==> config.mk <==
export PLATFORM = sky130hd
export DESIGN_NAME = membus_cycle_engine
export DESIGN_NICKNAME = d
export VERILOG_FILES = /design/src/rtl/membus_pkg.sv /design/src/rtl/membus_pad_enable.sv /design/src/rtl/membus_strobe_timer.sv /design/src/rtl/membus_burst_track.sv /design/src/rtl/membus_cycle_engine.sv
export SDC_FILE = /design/constraint.sdc
export NUM_CORES = 1
export LEC_CHECK = 0
export BUFFER_PORTS_ARGS = -buffer_cell sky130_fd_sc_hd__buf_2
export CAP_MARGIN = 15
export CORE_UTILIZATION = 47
export DETAILED_ROUTE_END_ITERATION = 10
export GPL_TIMING_DRIVEN = 0
export PLACE_DENSITY = 0.77
export SLEW_MARGIN = 20
export SYNTH_ARGS = -nofsm -noshare
export SYNTH_HDL_FRONTEND = slang
export SYNTH_SLANG_ARGS = --single-unit
export TNS_END_PERCENT = 20
==> constraint.sdc <==
create_clock -name clk_i -period 2.5 [get_ports clk_i]
set_clock_uncertainty 0.15 [all_clocks]
set_input_delay 0 -clock clk_i [delete_from_list [all_inputs] [get_ports clk_i]]
set_output_delay 0 -clock clk_i [all_outputs]
set_load 0.005 [all_outputs]
==> src/rtl/membus_pkg.sv <==
package membus_pkg;
  typedef enum logic [1:0] {
    OP_READ  = 2'b00,
    OP_WRITE = 2'b01,
    OP_FILL  = 2'b10,
    OP_RSVD  = 2'b11
  } op_e;

  typedef enum logic [2:0] {
    ST_IDLE,
    ST_ADDR,
    ST_STROBE,
    ST_HOLD,
    ST_DONE
  } state_e;
endpackage

==> src/rtl/membus_pad_enable.sv <==
module membus_pad_enable (
  input  logic clk_i,
  input  logic rst_ni,
  input  logic own_i,
  output logic oe_o
);
  logic oe_q;

  // one register stage: strobes are settled high before the pads turn on
  always_ff @(posedge clk_i or negedge rst_ni) begin
    if (!rst_ni) oe_q <= 1'b0;
    else         oe_q <= own_i;
  end

  assign oe_o = oe_q;

  a_r2_oe_follows: assert property (@(posedge clk_i) disable iff (!rst_ni)
    own_i |=> oe_o);
endmodule

==> src/rtl/membus_strobe_timer.sv <==
module membus_strobe_timer #(
  parameter int CNT_W = 2
) (
  input  logic             clk_i,
  input  logic             rst_ni,
  input  logic             load_i,
  input  logic [CNT_W-1:0] val_i,
  output logic             last_o
);
  logic [CNT_W-1:0] cnt_q;

  always_ff @(posedge clk_i or negedge rst_ni) begin
    if (!rst_ni)            cnt_q <= '0;
    else if (load_i)        cnt_q <= val_i;
    else if (cnt_q != '0)   cnt_q <= cnt_q - 1'b1;
  end

  assign last_o = (cnt_q == '0);
endmodule

==> src/rtl/membus_burst_track.sv <==
module membus_burst_track #(
  parameter int ADDR_W = 19,
  parameter int LEN_W  = 16
) (
  input  logic              clk_i,
  input  logic              rst_ni,
  input  logic              load_i,
  input  logic              step_i,
  input  logic [ADDR_W-1:0] addr_i,
  input  logic [LEN_W-1:0]  len_i,
  output logic [ADDR_W-1:0] addr_o,
  output logic              last_o
);
  logic [ADDR_W-1:0] addr_q;
  logic [LEN_W-1:0]  rem_q;

  always_ff @(posedge clk_i or negedge rst_ni) begin
    if (!rst_ni) begin
      addr_q <= '0;
      rem_q  <= '0;
    end else if (load_i) begin
      addr_q <= addr_i;
      rem_q  <= len_i;
    end else if (step_i) begin
      addr_q <= addr_q + 1'b1;   // wraps modulo 2^ADDR_W
      rem_q  <= rem_q - 1'b1;
    end
  end

  assign addr_o = addr_q;
  assign last_o = (rem_q == LEN_W'(1));
endmodule

==> src/rtl/membus_cycle_engine.sv <==
module membus_cycle_engine
  import membus_pkg::*;
#(
  parameter int ADDR_W     = 19,
  parameter int DATA_W     = 8,
  parameter int LEN_W      = 16,
  parameter int SETUP_CLKS = 1,
  parameter int RD_CLKS    = 3,
  parameter int WR_CLKS    = 2
) (
  input  logic              clk_i,
  input  logic              rst_ni,
  input  logic              bus_own_i,
  input  logic              req_valid_i,
  input  logic [1:0]        req_op_i,
  input  logic [ADDR_W-1:0] req_addr_i,
  input  logic [DATA_W-1:0] req_wdata_i,
  input  logic [LEN_W-1:0]  req_len_i,
  output logic              busy_o,
  output logic              done_o,
  output logic              err_o,
  output logic [DATA_W-1:0] rdata_o,
  output logic              bus_oe_o,
  output logic [ADDR_W-1:0] addr_o,
  output logic              mreq_n_o,
  output logic              rd_n_o,
  output logic              wr_n_o,
  output logic [DATA_W-1:0] data_o,
  output logic              data_oe_o,
  input  logic [DATA_W-1:0] data_i
);
  localparam int MAX_RW = (RD_CLKS > WR_CLKS) ? RD_CLKS : WR_CLKS;
  localparam int MAX_C  = (MAX_RW > SETUP_CLKS) ? MAX_RW : SETUP_CLKS;
  localparam int CNT_W  = (MAX_C > 1) ? $clog2(MAX_C) : 1;
  localparam logic [CNT_W-1:0] SETUP_LD = CNT_W'(SETUP_CLKS - 1);
  localparam logic [CNT_W-1:0] RD_LD    = CNT_W'(RD_CLKS - 1);
  localparam logic [CNT_W-1:0] WR_LD    = CNT_W'(WR_CLKS - 1);

  state_e            state_q, state_d;
  logic              is_read_q, err_q;
  logic [DATA_W-1:0] wdata_q, rdata_q;
  logic              tmr_load, tmr_last;
  logic [CNT_W-1:0]  tmr_val;
  logic              bst_load, bst_step, bst_last;
  logic [LEN_W-1:0]  bst_len;
  logic              accept, cyc_act, capture;

  membus_pad_enable u_pad_en (
    .clk_i (clk_i),
    .rst_ni(rst_ni),
    .own_i (bus_own_i),
    .oe_o  (bus_oe_o)
  );

  membus_strobe_timer #(.CNT_W(CNT_W)) u_timer (
    .clk_i (clk_i),
    .rst_ni(rst_ni),
    .load_i(tmr_load),
    .val_i (tmr_val),
    .last_o(tmr_last)
  );

  membus_burst_track #(.ADDR_W(ADDR_W), .LEN_W(LEN_W)) u_burst (
    .clk_i (clk_i),
    .rst_ni(rst_ni),
    .load_i(bst_load),
    .step_i(bst_step),
    .addr_i(req_addr_i),
    .len_i (bst_len),
    .addr_o(addr_o),
    .last_o(bst_last)
  );

  assign accept  = (state_q == ST_IDLE) && req_valid_i;
  assign bst_len = (op_e'(req_op_i) == OP_FILL) ? req_len_i : LEN_W'(1);
  assign capture = (state_q == ST_STROBE) && tmr_last && is_read_q;

  always_comb begin
    state_d  = state_q;
    tmr_load = 1'b0;
    tmr_val  = SETUP_LD;
    bst_load = 1'b0;
    bst_step = 1'b0;
    case (state_q)
      ST_IDLE: if (req_valid_i) begin
        if (!bus_oe_o || (op_e'(req_op_i) == OP_FILL && req_len_i == '0)) begin
          state_d = ST_DONE;
        end else begin
          state_d  = ST_ADDR;
          tmr_load = 1'b1;
          bst_load = 1'b1;
        end
      end
      ST_ADDR: if (tmr_last) begin
        state_d  = ST_STROBE;
        tmr_load = 1'b1;
        tmr_val  = is_read_q ? RD_LD : WR_LD;
      end
      ST_STROBE: if (tmr_last) state_d = ST_HOLD;
      ST_HOLD: begin
        if (bst_last) begin
          state_d = ST_DONE;
        end else begin
          state_d  = ST_ADDR;   // next fill byte, request stays low
          tmr_load = 1'b1;
          bst_step = 1'b1;
        end
      end
      ST_DONE: state_d = ST_IDLE;
      default: state_d = ST_IDLE;
    endcase
  end

  always_ff @(posedge clk_i or negedge rst_ni) begin
    if (!rst_ni) begin
      state_q   <= ST_IDLE;
      is_read_q <= 1'b0;
      err_q     <= 1'b0;
      wdata_q   <= '0;
      rdata_q   <= '0;
    end else begin
      state_q <= state_d;
      if (accept) begin
        is_read_q <= (op_e'(req_op_i) == OP_READ);
        err_q     <= !bus_oe_o;
        wdata_q   <= req_wdata_i;
      end
      if (capture) rdata_q <= data_i;
    end
  end

  assign cyc_act   = (state_q == ST_ADDR) || (state_q == ST_STROBE) || (state_q == ST_HOLD);
  assign mreq_n_o  = !cyc_act;
  assign rd_n_o    = !((state_q == ST_STROBE) && is_read_q);
  assign wr_n_o    = !((state_q == ST_STROBE) && !is_read_q);
  assign data_oe_o = cyc_act && !is_read_q;
  assign data_o    = wdata_q;
  assign rdata_o   = rdata_q;
  assign busy_o    = (state_q != ST_IDLE);
  assign done_o    = (state_q == ST_DONE);
  assign err_o     = done_o && err_q;

  a_r10_strobe_excl: assert property (@(posedge clk_i) disable iff (!rst_ni)
    !(!rd_n_o && !wr_n_o));
  a_r10_strobe_in_mreq: assert property (@(posedge clk_i) disable iff (!rst_ni)
    (!rd_n_o || !wr_n_o) |-> !mreq_n_o);
  a_r3_read_released: assert property (@(posedge clk_i) disable iff (!rst_ni)
    !rd_n_o |-> !data_oe_o);
  a_r2_enable_safe: assert property (@(posedge clk_i) disable iff (!rst_ni)
    $rose(bus_oe_o) |-> (mreq_n_o && rd_n_o && wr_n_o));
  a_r9_done_pulse: assert property (@(posedge clk_i) disable iff (!rst_ni)
    done_o |=> !done_o);
  a_r8_reject_quiet: assert property (@(posedge clk_i) disable iff (!rst_ni)
    err_o |-> (done_o && mreq_n_o && $past(mreq_n_o)));
  a_r6_mreq_held: assert property (@(posedge clk_i) disable iff (!rst_ni)
    (state_q == ST_HOLD && !bst_last) |=> !mreq_n_o);
  a_r4_rdata_hold: assert property (@(posedge clk_i) disable iff (!rst_ni)
    !capture |=> $stable(rdata_o));
endmodule

# Yosys cells after proc, flatten, opt, wreduce, memory -nomap -nowiden
# Cells that the tools add are included.
# op_classes
add_sub_neg	3
n_eq_ne	9
mux	23
reduce_logical	25
# op_table
op	count
$mux 16	3
$mux 19	2
$add 19x1->19 const B	1
$eq 16x1->1 const B	1
$logic_not 16->1	1
$sub 16x1->16 const B	1
$mux 3	5
$pmux 3 s4	1
$mux 2	5
$logic_and 1x1->1	8
$eq 3x2->1 const B	2
$mux 1	6
$ne 2x2->1 const B	3
$reduce_bool 2->1	3
$logic_not 1->1	5
$logic_not 2->1	2
$eq 3x1->1 const B	1
$eq 3x3->1 const B	1
$logic_not 3->1	1
$logic_or 1x1->1	3
$pmux 1 s3	1
$reduce_and 3->1	1
$reduce_bool 3->1	1
$eq 2x2->1 const B	1
$sub 2x1->2 const B	1
# totals
register_bits	59
inputBits	57
out_inout_bits	43
elab_cells	69

# Longest topological paths before layout
# Gate-level depths: netlist (run 1).
# depth
depth_word	7
depth_mapped	8
ltp_nobuf	7

# Hierarchy
# From an unflattened synthesis (run 1), not the netlist that was laid out.
# hier_totals
hier_cells	358
area_unflattened_um2	3285.7
# modules_own_cells
module	n_inst	cells_per_inst	area_each_um2	seq_area_each_um2
membus_burst_track	1	222	2024.4	875.8
membus_cycle_engine	1	123	1122.3	525.5
membus_strobe_timer	1	12	113.9	50.0
membus_pad_enable	1	1	25.0	25.0

# Least setup slack after synthesis (run 1)
# Ideal clock, no wire load.
# synth_path
path_type	reg2reg
from	reg u_burst.rem_q[1]
to	reg u_burst.addr_q[2] (netlist: u_burst.addr_o[2])
setup_ns	0.077
arrival_time_ns	2.202
required_time_ns	2.273
slack_ns	0.071
stages_incl_launch_ff	9
n_path_buf	1
period_less_slack_ns	2.429
path_cell_list	dfrtp_1 > inv_1 > ha_1 > or4b_1 > or4_4 > buf_6 > and3_4 > xnor2_2 > a21oi_1
# synth_between
elab_chain_cells	4
# synth_rtl
item	line_no	rtl
start: declaration	membus_burst_track.sv:15	logic [LEN_W-1:0] rem_q;
start signal: assignment	membus_burst_track.sv:23	rem_q <= len_i;
start signal: assignment	membus_burst_track.sv:26	rem_q <= rem_q - 1'b1;
$eq 16x1->1	membus_burst_track.sv:31	assign last_o = (rem_q == LEN_W'(1));
$mux 1	membus_cycle_engine.sv:101	if (bst_last) begin
$mux 1	membus_cycle_engine.sv:84	case (state_q)
$reduce_bool 2->1 (no source line)	--	
end signal: assignment	membus_burst_track.sv:22	addr_q <= addr_i;
end signal: assignment	membus_burst_track.sv:25	addr_q <= addr_q + 1'b1;
end: declaration	membus_burst_track.sv:14	logic [ADDR_W-1:0] addr_q;
# No other way between the ends.
# A chain may end at the register's enable or synchronous reset.

# Final worst setup path (run 1)
# layout_path
from	reg u_burst.rem_q[10]
to	reg u_burst.addr_q[2] (netlist: u_burst.addr_o[2])
# Same word-level chain as after synthesis.

==> results of run 1 <==
## worst max-delay path by stage
stage                                        startpoint                              to  slack, ps  depth (start not counted)
after floorplan            u_burst.rem_q[1]$_DFFE_PN0P_   u_burst.addr_o[2]$_DFFE_PN0P_         70                          8
after global placement     u_burst.rem_q[1]$_DFFE_PN0P_  u_burst.addr_o[18]$_DFFE_PN0P_        -80                          7
after detailed placement   u_burst.rem_q[1]$_DFFE_PN0P_  u_burst.addr_o[18]$_DFFE_PN0P_       -160                          7
after CTS                  u_burst.rem_q[0]$_DFFE_PN0P_   u_burst.rem_q[12]$_DFFE_PN0P_        -30                          7
after global routing       u_burst.rem_q[0]$_DFFE_PN0P_   u_burst.rem_q[12]$_DFFE_PN0P_        -90                          7
final                     u_burst.rem_q[10]$_DFFE_PN0P_   u_burst.addr_o[2]$_DFFE_PN0P_         -6                          7
## stage by stage
| stage | hold slack (ps) | total power, mW |
|---|---|---|
| 3_3_place_gp | -39.3 | 1.07 |
| 6_report | 98.0 | 2.22 |
| 5_1_grt | 114 | 2.29 |
| 3_5_place_dp | -40.2 | 1.08 |
| 2_1_floorplan | -446 | 0.998 |
| 4_1_cts | 84.0 | 2.22 |
## critical path: cells and delay by family (launching register included)
family / cells / cell delay (ps)
DFF: 1 / 410
AOI/OAI and AO/OA: 1 / 80
buffers and inverters: 2 / 310
and+or+nand+nor: 3 / 1280
xor gates and xnor gates: 1 / 160
## timing repair
action | in CTS | in global routing
hold buffers | 56 | 0
resized for setup | 6 | 30
pin swaps | 0 | 14
hold endpoints to repair | 113 | 0
endpoints found under the setup margin | 22 | 36
gates cloned | 0 | 1
setup buffers | 3 | 17
## sequential cells by signal, summed over array words and instances (netlist names), 2 cells and up
| name | count |
|---|---|
| u_timer.cnt_q | 2 |
| state_q | 3 |
| u_burst.rem_q | 16 |
| data_o | 8 |
| rdata_o | 8 |
| u_burst.addr_o | 19 |
## routing by layer
| metal | GRT usage | up-vias |
|---|---|---|
| met1 | 0.325 | 1678 |
| met2 | 0.465 | 142 |
| met4 | 0.117 | 0 |
| li1 | - | 1619 |
| met3 | 0.0587 | 33 |
| met5 | 0 | - |
## power by group through the flow
stage	sequential, mW	clock, mW	combinational [mW]
after floorplan	0.985	0	0.0138
after global placement	0.983	0	0.0896
after detailed placement	0.984	0	0.0921
after CTS	0.966	1.10	0.158
after global routing	0.966	1.15	0.176
final	0.966	1.09	0.162
## final cells by class
cell class | instances | share of cell area
buffer | 21 | 0.0236
clock buffer | 9 | 0.0249
multi-input combinational | 250 | 0.354
inverter | 9 | 0.00679
sequential | 59 | 0.297
clock inverter | 7 | 0.0252
tap | 80 | 0.0201
timing repair buffer | 176 | 0.248
## layout by cell type (no fill, tap or decap), types with 12 or more instances in the layout
| cell type | instances |
|---|---|
| nand3_1 | 12 |
| dlygate4sd3_1 | 56 |
| dfrtp_1 | 57 |
| mux2_2 | 17 |
| nor2_1 | 28 |
| buf_4 | 21 |
| nor3_1 | 12 |
| a21oi_1 | 39 |
| buf_2 | 100 |
| nand2_1 | 19 |
| xnor2_1 | 15 |
## cells by family (layout without fill, tap and decap cells)
| kind of cell | after synthesis | count (layout) |
|---|---|---|
| simple gates | 126 | 126 |
| compound gates | 79 | 79 |
| flops | 59 | 59 |
| buf+inv | 30 | 222 |
| xor+xnor | 23 | 23 |
| mux | 18 | 18 |
| fa+ha+maj | 4 | 4 |
==> results.ini, run 1 <==
[status]
status = complete, but fails checks
violations = setup timing

[setup_path]
rr_endpoint = u_burst.addr_o[2]$_DFFE_PN0P_
end_kind = flip-flop
arrival_ps = 2590
crit_slowest_cell = or4_4
path_common_cell = or4_4
cp_data_required_time_ps = 2580
critPathMaxStageDelay_ps = 570
r2r_cells = 7
path_cells = or4_4 > buf_6 > or4_4 > buf_8 > and3_4 > xnor2_2 > a21oi_1
crit_type = flip-flop to flip-flop
timing.rr.start = u_burst.rem_q[10]$_DFFE_PN0P_
r2r_slack_ps = -6
start_kind = flip-flop
critPathMaxFanout = 5

[clock_tree]
cts_sinks = 59
path_clk_slew_ps = 70
clock-root-buffer = clkbuf_8
numCtsBuffers = 9
clockBufferDepth = 2
htree_levels = 3
cts_tree = built
clock_latency_ps = 350

[synthesis]
synth_ff_type = dfrtp_1
synth_top_area_frac = 0.450
yosys-top-cells-count = dfrtp_1, a21oi_1, nor2_1
syn-cell-area_um2 = 3280
synth-simple-area-share = 0.221
synthXorXnorAreaFrac = 0.0637
synth.distinct_cells = 59
synth_cells = 339
synth_compound_area_frac = 0.150
synth_area_leaders = dfrtp_1, a21oi_1, mux2_2
postSynthAreaPerCell_um2 = 9.67
synth_most_common_cell = dfrtp_1
syn_nets = 400
synth_edf_count = 0
synth_mux_area_frac = 0.0614
synth_fa_ha_area_frac = 0.0153
yosys_warnings = 0
synthArstFlopShare = 1.00
synth_top_area_cell = dfrtp_1
synth-seq-cells = 59
synth_top_family_by_area = simple AND/OR/NAND/NOR gates
ys_seq_area_frac = 0.450

[grt]
overflow = 0
grt_pass1_vias = 3329
grt_pass1_wl_um = 15200
grt_antenna_before_repair = 0
grtUsageTotal = 0.270
grt_start_max_net_pins = 60

[routing]
routed_wl_um = 10100
vias_per_cell = 5.68
wl_met1_um = 4140
ant_nets = 0
wl_met3_um = 537
avgRoutedWirePerCell_um = 16.6
drc = 0
via_count = 3472
route.met2.wl_um = 5120
firstDrtPassIters = 4
first_iter_violations = 206
top_layer = met4

[pwr]
p_clk_frac = 0.492
seqPwrFrac = 0.435
intPower_mw = 1.73
p_comb_frac = 0.073
powerDensity_nw_per_um2 = 446
p_sw_frac = 0.220
leakage_nw = 2.14
power_switching_mw = 0.489
vdd_drop_max_mv = 0.348

[timing]
tns_ps = -5.75
rsz0062_at_grt = yes
worst_slack_ps = -5.75
period_minus_slack_ps = 2510
setup_viol = 1
max_slew_margin = 0.499
worst_pin_slew_ps = 751
hold_violations = 0
slew_violations = 0
post-route-period-util = 1.00
fmaxAchievable_mhz = 399

[placement]
place.gp.congestion = 0.832
io_buffers = 99
placed_cells = 518
placed_area_um2 = 3880
pre_cts_slack_ps = -158
dp_hpwl_um = 6100

[layout]
postLayoutCoreUtil = 0.736
areaGrowthSynthToFinish_pct = 51.7
multi_input_area_um2 = 1760
fillers = 489
stdcell_area_um2 = 4970
final_layout_size_suffix_gt1_frac = 0.360
final_net_count = 587
num_antenna_cells = 0
seq_area_um2 = 1480
final_cells = 611

[worst_hold_path]
hp-class = input pin to asynchronous set/reset pin

[floorplan]
die_area_um2 = 7320
core.rowCount = 30
die_h_um = 85.5
die_w_um = 85.5
core-area_um2 = 6760
pin_count = 100
start_util = 0.485

[flow_run]
drv_cap = 0

(Power assumes the default switching activity.)
==> run 2: changes to the inputs <==
--- a/config.mk
+++ b/config.mk
@@ -7,10 +7,11 @@
 export LEC_CHECK = 0
 export BUFFER_PORTS_ARGS = -buffer_cell sky130_fd_sc_hd__buf_2
 export CAP_MARGIN = 15
+export CORE_MARGIN = 3
 export CORE_UTILIZATION = 47
 export DETAILED_ROUTE_END_ITERATION = 10
 export GPL_TIMING_DRIVEN = 0
-export PLACE_DENSITY = 0.77
+export PLACE_DENSITY_LB_ADDON = 0.2
 export SLEW_MARGIN = 20
 export SYNTH_ARGS = -nofsm -noshare
 export SYNTH_HDL_FRONTEND = slang
==> results.ini, run 2 (synthesis results as in run 1) <==
[status]
status = completed

[timing]
timing.hold.ws_ps = 86.9
hold_violations = 0
max_slew_margin = 0.498
setup_viol = 0
rsz0062_at_grt = yes
post-route-period-util = 0.988
period_minus_slack_ps = 2470
slew_violations = 0
tns_ps = 0
worst_pin_slew_ps = 753
fmaxAchievable_mhz = 405

[placement]
dp_hpwl_um = 6200
place.gp.congestion = 0.878
io_buffers = 99

[setup_path]
path_cells = or4_4 > buf_6 > or4_4 > buf_8 > nand2_8 > nand2_2 > o221a_1
crit_slowest_cell = or4_4
r2r_slack_ps = 30
rr_endpoint = u_burst.addr_o[0]$_DFFE_PN0P_
timing.rr.start = u_burst.rem_q[12]$_DFFE_PN0P_
crit_type = flip-flop to flip-flop
r2r_cells = 7
path_common_cell = or4_4
critPathMaxFanout = 7
arrival_ps = 2560
cp_data_required_time_ps = 2590
end_kind = flip-flop
start_kind = flip-flop
critPathMaxStageDelay_ps = 570

[layout]
final_net_count = 578
areaGrowthSynthToFinish_pct = 48.0
fillers = 478
final_common_cell = buf_2
num_antenna_cells = 0
final_cell_mix = buf_2, dfrtp_1, dlygate4sd3_1
final_layout_size_suffix_gt1_frac = 0.347
largest_reg_flops = 19

[floorplan]
pin_count = 100
die_w_um = 89.5
die_area_um2 = 8020
core-area_um2 = 6570
die_h_um = 89.5
core.rowCount = 29
start_util = 0.499

[grt]
grt_pass1_vias = 3218
overflow = 0
grt_antenna_before_repair = 0
gr-max-usage-layer = met2
grt_start_max_net_pins = 60
grt_pass1_wl_um = 15200
grt_use_met3 = 0.0424
met2_usage = 0.440
use_met1 = 0.309
grtUsageTotal = 0.252

[clock_tree]
numCtsBuffers = 9
clockBufferDepth = 2
path_clk_slew_ps = 80
clock_latency_ps = 350
cts_tree = built
htree_levels = 3
clock-root-buffer = clkbuf_8
cts_sinks = 59

[routing]
vias_per_cell = 5.45
routed_wl_um = 9660
firstDrtPassIters = 4
ant_nets = 0
drc = 0
avgRoutedWirePerCell_um = 15.7
first_iter_violations = 215
via_count = 3352

[pwr]
leakage_nw = 2.08
vdd_drop_max_mv = 0.472
powerDensity_nw_per_um2 = 418

[flow_run]
drv_cap = 0

[worst_hold_path]
hp-class = input pin to asynchronous set/reset pin

[run 2: changes by cell type in the layout (fill, tap and decap cells not counted), sizes merged]
cell,before,now
clkinv,3,4
buf,125,117
clkinvlp,0,1
bufinv,3,1
clkbuf,25,24
[run 2: critical path, delay by kind of cell (launching register included)]
kind / cells / cell delay (ps)
DFF: 1 / 400
and+or+nand+nor: 4 / 1240
AOI/OAI and AO/OA: 1 / 240
buffers and inverters: 2 / 320
[run 2: how the worst max path moves through the flow]
| stage | startpoint | endpoint | slack (ps) | cells past startpoint |
|---|---|---|---|---|
| 2_1_floorplan | u_burst.rem_q[1]$_DFFE_PN0P_ | u_burst.addr_o[2]$_DFFE_PN0P_ | 70 | 8 |
| 3_3_place_gp | u_burst.rem_q[1]$_DFFE_PN0P_ | u_burst.addr_o[18]$_DFFE_PN0P_ | -80 | 7 |
| 3_5_place_dp | u_burst.rem_q[1]$_DFFE_PN0P_ | u_burst.addr_o[14]$_DFFE_PN0P_ | -140 | 7 |
| 4_1_cts | u_burst.rem_q[0]$_DFFE_PN0P_ | u_burst.rem_q[12]$_DFFE_PN0P_ | -10 | 7 |
| 5_1_grt | state_q[2]$_DFFE_PN0P_ | u_burst.addr_o[18]$_DFFE_PN0P_ | -30 | 6 |
| 6_report | u_burst.rem_q[12]$_DFFE_PN0P_ | u_burst.addr_o[0]$_DFFE_PN0P_ | 30 | 7 |
[run 2: cell type report]
cell class,count,area (um^2),share of cell area
clock buffer,9,124,0.0255
tap,93,116,0.0240
sequential,59,1480,0.305
inverter,9,33.8,0.00696
clock inverter,7,77.6,0.0160
timing repair buffer,168,1170,0.242
multi-input combinational,250,1740,0.358
buffer,20,111,0.0230
[run 2: power breakdown]
group / total [mW] / switching [mW] / internal (mW)
Sequential: 0.966 / 0.00445 / 0.961
Clock: 0.902 / 0.436 / 0.466
Combinational: 0.160 / 0.0599 / 0.0999
[run 2: per-stage QoR]
step / setup slack, ps / cells / instance area (um^2) / power [mW] / util
2_1_floorplan: 70.9 / 339 / 3280 / 0.998 / -
3_3_place_gp: -81.9 / 531 / 3890 / 1.07 / 0.592
3_5_place_dp: -141 / 531 / 3890 / 1.08 / 0.593
4_1_cts: -14.5 / 608 / 4710 / 2.03 / 0.717
5_1_grt: -28.1 / 615 / 4850 / 2.09 / 0.739
6_report: 30.1 / 615 / 4850 / 2.03 / 0.739
[run 2: timing repair]
item,4_1_cts,5_1_grt
resized for setup,5,27
pin swaps,0,8
endpoints found under the hold margin,113,0
gates cloned,0,1
setup endpoints to repair,26,34
buffers inserted,5,7
hold buffers,56,0
[run 2: layer usage]
metal | wire length, um | up-vias
li1 | - | 1587
met1 | 4050 | 1616
met2 | 4800 | 125
met3 | 571 | 24
met4 | 231 | 0
met5 | 0 | -
